[src/rtl/seg_dac_pkg.sv]
package seg_dac_pkg;
    localparam int CODE_W_DEF = 8;
    localparam int LSB_W_DEF  = 3;

    function automatic int unary_len(input int bits);
        return (1 << bits) - 1;
    endfunction
endpackage

[src/rtl/therm_dec.sv]
module therm_dec #(
    parameter int IN_W  = 3,
    parameter int OUT_N = (1 << IN_W) - 1
) (
    input  logic [IN_W-1:0]  bin_i,
    output logic [OUT_N-1:0] therm_o
);
    for (genvar i = 0; i < OUT_N; i++) begin : g_lvl
        assign therm_o[i] = (int'(bin_i) > i);
    end
endmodule

[src/rtl/ones_count.sv]
module ones_count #(
    parameter int N = 7,
    parameter int W = $clog2(N + 1)
) (
    input  logic [N-1:0] vec_i,
    output logic [W-1:0] cnt_o
);
    always_comb begin
        cnt_o = '0;
        for (int i = 0; i < N; i++) begin
            cnt_o = cnt_o + W'(vec_i[i]);
        end
    end
endmodule

[src/rtl/seg_dac_steer.sv]
module seg_dac_steer
    import seg_dac_pkg::*;
#(
    parameter int CODE_W = CODE_W_DEF,
    parameter int LSB_W  = LSB_W_DEF,
    localparam int MSB_W  = CODE_W - LSB_W,
    localparam int SEG_N  = (1 << MSB_W) - 1,
    localparam int UNIT_N = (1 << LSB_W) - 1,
    localparam int SUM_W  = CODE_W + 1
) (
    input  logic              clk,
    input  logic              rst,
    input  logic              sleep,
    input  logic [CODE_W-1:0] code_in,
    output logic [SEG_N-1:0]  seg_sel_a,
    output logic [UNIT_N-1:0] unit_sel_a,
    output logic [SUM_W-1:0]  weight_a,
    output logic [SUM_W-1:0]  weight_b
);
    localparam int SEG_CW  = $clog2(SEG_N + 1);
    localparam int UNIT_CW = $clog2(UNIT_N + 1);

    typedef struct packed {
        logic [CODE_W-1:0] code;
        logic [SEG_N-1:0]  seg;
        logic [UNIT_N-1:0] unit;
    } pipe_t;

    pipe_t pipe_d, pipe_q;

    logic [SEG_N-1:0]  seg_therm;
    logic [UNIT_N-1:0] unit_therm;

    therm_dec #(.IN_W(MSB_W), .OUT_N(SEG_N)) u_seg_dec (
        .bin_i   (pipe_q.code[CODE_W-1:LSB_W]),
        .therm_o (seg_therm)
    );

    therm_dec #(.IN_W(LSB_W), .OUT_N(UNIT_N)) u_unit_dec (
        .bin_i   (pipe_q.code[LSB_W-1:0]),
        .therm_o (unit_therm)
    );

    always_comb begin
        pipe_d = pipe_q;
        if (!sleep) begin
            pipe_d.code = code_in;
            pipe_d.seg  = seg_therm;
            pipe_d.unit = unit_therm;
        end
    end

    always_ff @(posedge clk) begin
        if (rst) begin
            pipe_q <= '0;
        end else begin
            pipe_q <= pipe_d;
        end
    end

    logic [SEG_CW-1:0]  seg_on, seg_off;
    logic [UNIT_CW-1:0] unit_on, unit_off;

    ones_count #(.N(SEG_N), .W(SEG_CW)) u_cnt_seg_a (
        .vec_i (pipe_q.seg), .cnt_o (seg_on)
    );
    ones_count #(.N(SEG_N), .W(SEG_CW)) u_cnt_seg_b (
        .vec_i (~pipe_q.seg), .cnt_o (seg_off)
    );
    ones_count #(.N(UNIT_N), .W(UNIT_CW)) u_cnt_unit_a (
        .vec_i (pipe_q.unit), .cnt_o (unit_on)
    );
    ones_count #(.N(UNIT_N), .W(UNIT_CW)) u_cnt_unit_b (
        .vec_i (~pipe_q.unit), .cnt_o (unit_off)
    );

    assign seg_sel_a  = pipe_q.seg;
    assign unit_sel_a = pipe_q.unit;
    assign weight_a   = SUM_W'({seg_on, {LSB_W{1'b0}}})  + SUM_W'(unit_on);
    assign weight_b   = SUM_W'({seg_off, {LSB_W{1'b0}}}) + SUM_W'(unit_off);
endmodule

[config.mk]
export PLATFORM = sky130hd
export DESIGN_NAME = seg_dac_steer
export DESIGN_NICKNAME = d
export VERILOG_FILES = /design/src/rtl/seg_dac_pkg.sv /design/src/rtl/therm_dec.sv /design/src/rtl/ones_count.sv /design/src/rtl/seg_dac_steer.sv
export SDC_FILE = /design/constraint.sdc
export NUM_CORES = 1
export LEC_CHECK = 0
export ABC_AREA = 1
export BUFFER_PORTS_ARGS = -buffer_cell sky130_fd_sc_hd__buf_2
export CORE_MARGIN = 4
export CORE_UTILIZATION = 35
export CTS_CLUSTER_SIZE = 14
export DETAILED_ROUTE_END_ITERATION = 7
export GPL_ROUTABILITY_DRIVEN = 0
export GPL_TIMING_DRIVEN = 0
export PLACE_DENSITY = 0.59
export SLEW_MARGIN = 20
export SYNTH_ARGS = -nofsm -noshare
export SYNTH_HDL_FRONTEND = slang
export SYNTH_HIERARCHICAL = 1
export SYNTH_SLANG_ARGS = --single-unit
[constraint.sdc]
create_clock -name clk -period 6.9 [get_ports clk]
set_input_delay 0.69 -clock clk [delete_from_list [all_inputs] [get_ports clk]]
set_output_delay 0.69 -clock clk [all_outputs]
set_load 0.01 [all_outputs]
==> summary.md <==
| Metric | Value |
|---|---|
| Worst setup SP type | register |
| Setup crit start | seg_sel_a[0] |
| Total Routing Usage GR | 14.10% |
| DR DRC count | 0 |
| Peak supply drop | between 0.2 and 0.3 mV |
| Leakage power | 2.878 nW |
| Die height | 119.8 µm |
| CORE AREA | 12110 µm² |
| Placed Instances | approximately 830 |
| Die area | 14350 µm² |
| Outcome | finished clean |
| Sequential fraction of the synthesis area | 21.05% |
| Hold_buf cts | 0 |
| Worst hold path type | reg2reg |
| Post-Place Setup Slack | 0.7898 ns |
| Syn Inst Count | 595 |
| Post-synth top area share | 25.62% |
| Share of layout cells above drive strength 1 | approximately a fifth |
| CTS Buf Count | 5 |
| Minimum clock period | 6.413 ns |
| Sum Neg Setup Slack | 0 ns |
| Worst setup margin | 0.4874 ns |
| Port bufs | between 60 and 70 |
| Routed via count | 3507 |
| CP Max Fanout | 3 |
| Syn avg cell area | 7.354 µm² |
| Vias in the first global route | ~3.5k |
| Max Used Layer | met4 |
| Wl on met1 | 4.364 mm |
| Final Cycle Share | 92.94% |
| Synth Flop Type | dfxtp_1 |
| Final WL | 9.626 mm |
| Mux cell area share after synthesis | 0% |
| Initial Util | roughly 36% |
| Flops & latches, synth | 46 |
| Simple-Gate Fraction of Synth Area | 23.39% |
| Root buffer cell | clkbuf_16 |
| Pin count of the biggest net entering global routing | 18 |
| Synth area leader | fa_1 |
| Type of destination of the critical path | output pin |
| CTS-repair resized insts | 0 |
| Max clock buf depth | 2 |
| Final nets | 753 |
| Post-synthesis xor/xnor area fraction | 0.4003% |
| HPWL Detailed | 8.207 mm |
| Starting DRT DRC Count | 182 |
| Clock latency at the later pin of the worst-skew pair | 0.30 ns |
| Final antenna-violating net count | 0 |
| Io pins | 67 |
| Row count | 40 |
| Synth Area in Compound Gates | 1.258% |
| Vias/cell | about 4.2 |
| Arrival time worst endpoint | 5.72 ns |
| Clock skew | 0.01017 ns |
| Post-synth ARST share | 0% |
| Final setup viols | 0 |
| EDFF count, synth | 0 |
| Synth unique cells | 22 |
| Min-Delay Startpoint | pipe_q[43] |
| Wire per inst | 11.53 µm |
| Yosys warnings | 6 |
| Most common cell in the netlist | inv_1 |
| RSZ-0062 raised after global routing | false |
| Largest family of logic cells by synthesized area | adder cells |
| # Post-CTS Setup Buffers | 0 |
| First-pass GRT wire length | ~16 mm |
| Sink Count | 46 |
| Final cell count without fillers | roughly 840 |
| Number of max-cap violations | 0 |
| Final Max Tran Viols | 0 |
| Antenna Cells | 0 |
| Drt first pass iters | 4 |
| H-tree Lvls | 2 |
| Post-synth top cells | 137 x inv_1, 128 x nand2_1, 109 x nor2_1 |
| Antenna violations before repair | 0 |
| RR Startpoint | pipe_q[44] |
| DR WL met3 | 497 µm |
| Worst-path clk slew | ~0.07 ns |
| Max frequency | 155.9 MHz |
| Grt ovf | 0 |
| DIE WIDTH | approximately 120 µm |
| Critical Path RT | 6.21 ns |
| Post-Synthesis Cell Area | 4375 µm² |
| Routed wl met2 | 4.596 mm |
| CTS tree | done |
| Tot Pwr | ~2.1 mW |
| P&R area growth vs syn | 15.61% |
| Final hold violation count | 0 |
| Pwr dens | 417.2 nW/µm² |
| Critical path type | reg2out |
| Adder-cell area share of the yosys netlist | 31.34% |
| Ranking of synthesized cells by area | fa_1 26%, dfxtp_1 21%, inv_1 12% |
| Hold_ws | between 0.5 and 0.6 ns |
[flip-flops by register name, summed over array words and instances (netlist names)]
name and cells:
pipe_q 8, seg_sel_a 31, unit_sel_a 7
[worst max-delay path, stage by stage (launching register included)]
cell     delay, ns
dfxtp_1       0.33
inv_1         0.07
inv_1         0.06
fa_1          0.54
inv_1         0.04
ha_1          0.32
fa_1          0.55
fa_1          0.44
fa_1          0.49
fa_1          0.50
inv_1         0.05
fa_1          0.49
fa_1          0.41
inv_1         0.06
ha_1          0.16
inv_1         0.06
fa_1          0.39
inv_1         0.07
nand2_1       0.04
nand2_1       0.07
nand2_1       0.06
nand2_1       0.05
nand2_1       0.05
buf_2         0.13
[layout by cell type, fill, tap and decap left out, types with 2 or more instances in the layout]
cell type / count
nand3_1: 17
ha_1: 20
buf_6: 10
clkbuf_16: 5
dfxtp_1: 46
nand2_1: 128
or2_1: 2
clkbuf_1: 2
buf_2: 69
o21ai_0: 5
inv_1: 137
nor2_1: 109
xnor2_1: 2
a21oi_1: 6
conb_1: 2
fa_1: 56
buf_4: 42
[power breakdown]
| part | switching (mW) | internal, mW |
|---|---|---|
| registers | 0.0184 | 0.284 |
| logic | 0.870 | 0.685 |
| clock network | 0.114 | 0.139 |
| total | 1.00 | 1.11 |
[per-layer routing]
metal  up-vias  track usage, %
met4         0           3.865
li1       1786               -
met2        91           23.98
met3        15           2.639
met5         -               0
met1      1615           18.39
[layout make-up]
cell class / count / area, µm²
plain buffers: 60 / 465.4
fillers: 1279 / 7053
flip-flops and latches: 46 / 920.9
clock inverters: 3 / 28.78
inverters: 138 / 518.0
multi-input cells: 352 / 2475
repair buffers: 63 / 315.3
clock buffers: 5 / 125.1
well taps: 168 / 210.2
[logic make-up (layout without fill, tap and decap cells)]
| family | count (synthesis) | count (layout) |
|---|---|---|
| buffers and inverters | 198 | 269 |
| other | 1 | 2 |
| AND/OR/NAND/NOR | 261 | 261 |
| AO/OA/AOI/OAI | 11 | 11 |
| flip-flops | 46 | 46 |
| adder cells (fa/ha/maj) | 76 | 76 |
| XOR/XNOR | 2 | 2 |
[worst paths after layout]
| path | endpoint | slack [ns] | cells past startpoint |
|---|---|---|---|
| worst min register to register | pipe_q[43] | 0.51 | 4 |
| worst min-delay path | pipe_q[43] | 0.51 | 4 |
| worst max register to register | seg_sel_a[6] | 5.58 | 5 |
| worst max-delay path | weight_b[7] | 0.49 | 23 |
[stage by stage]
step	utilization, %	area [µm²]
after global placement	40.50	4905
after CTS	41.77	5059
after floorplan	-	4379
final	41.77	5059
after detailed placement	40.50	4905
after global routing	41.77	5059
Note: power is estimated with default switching activity, not from simulation.
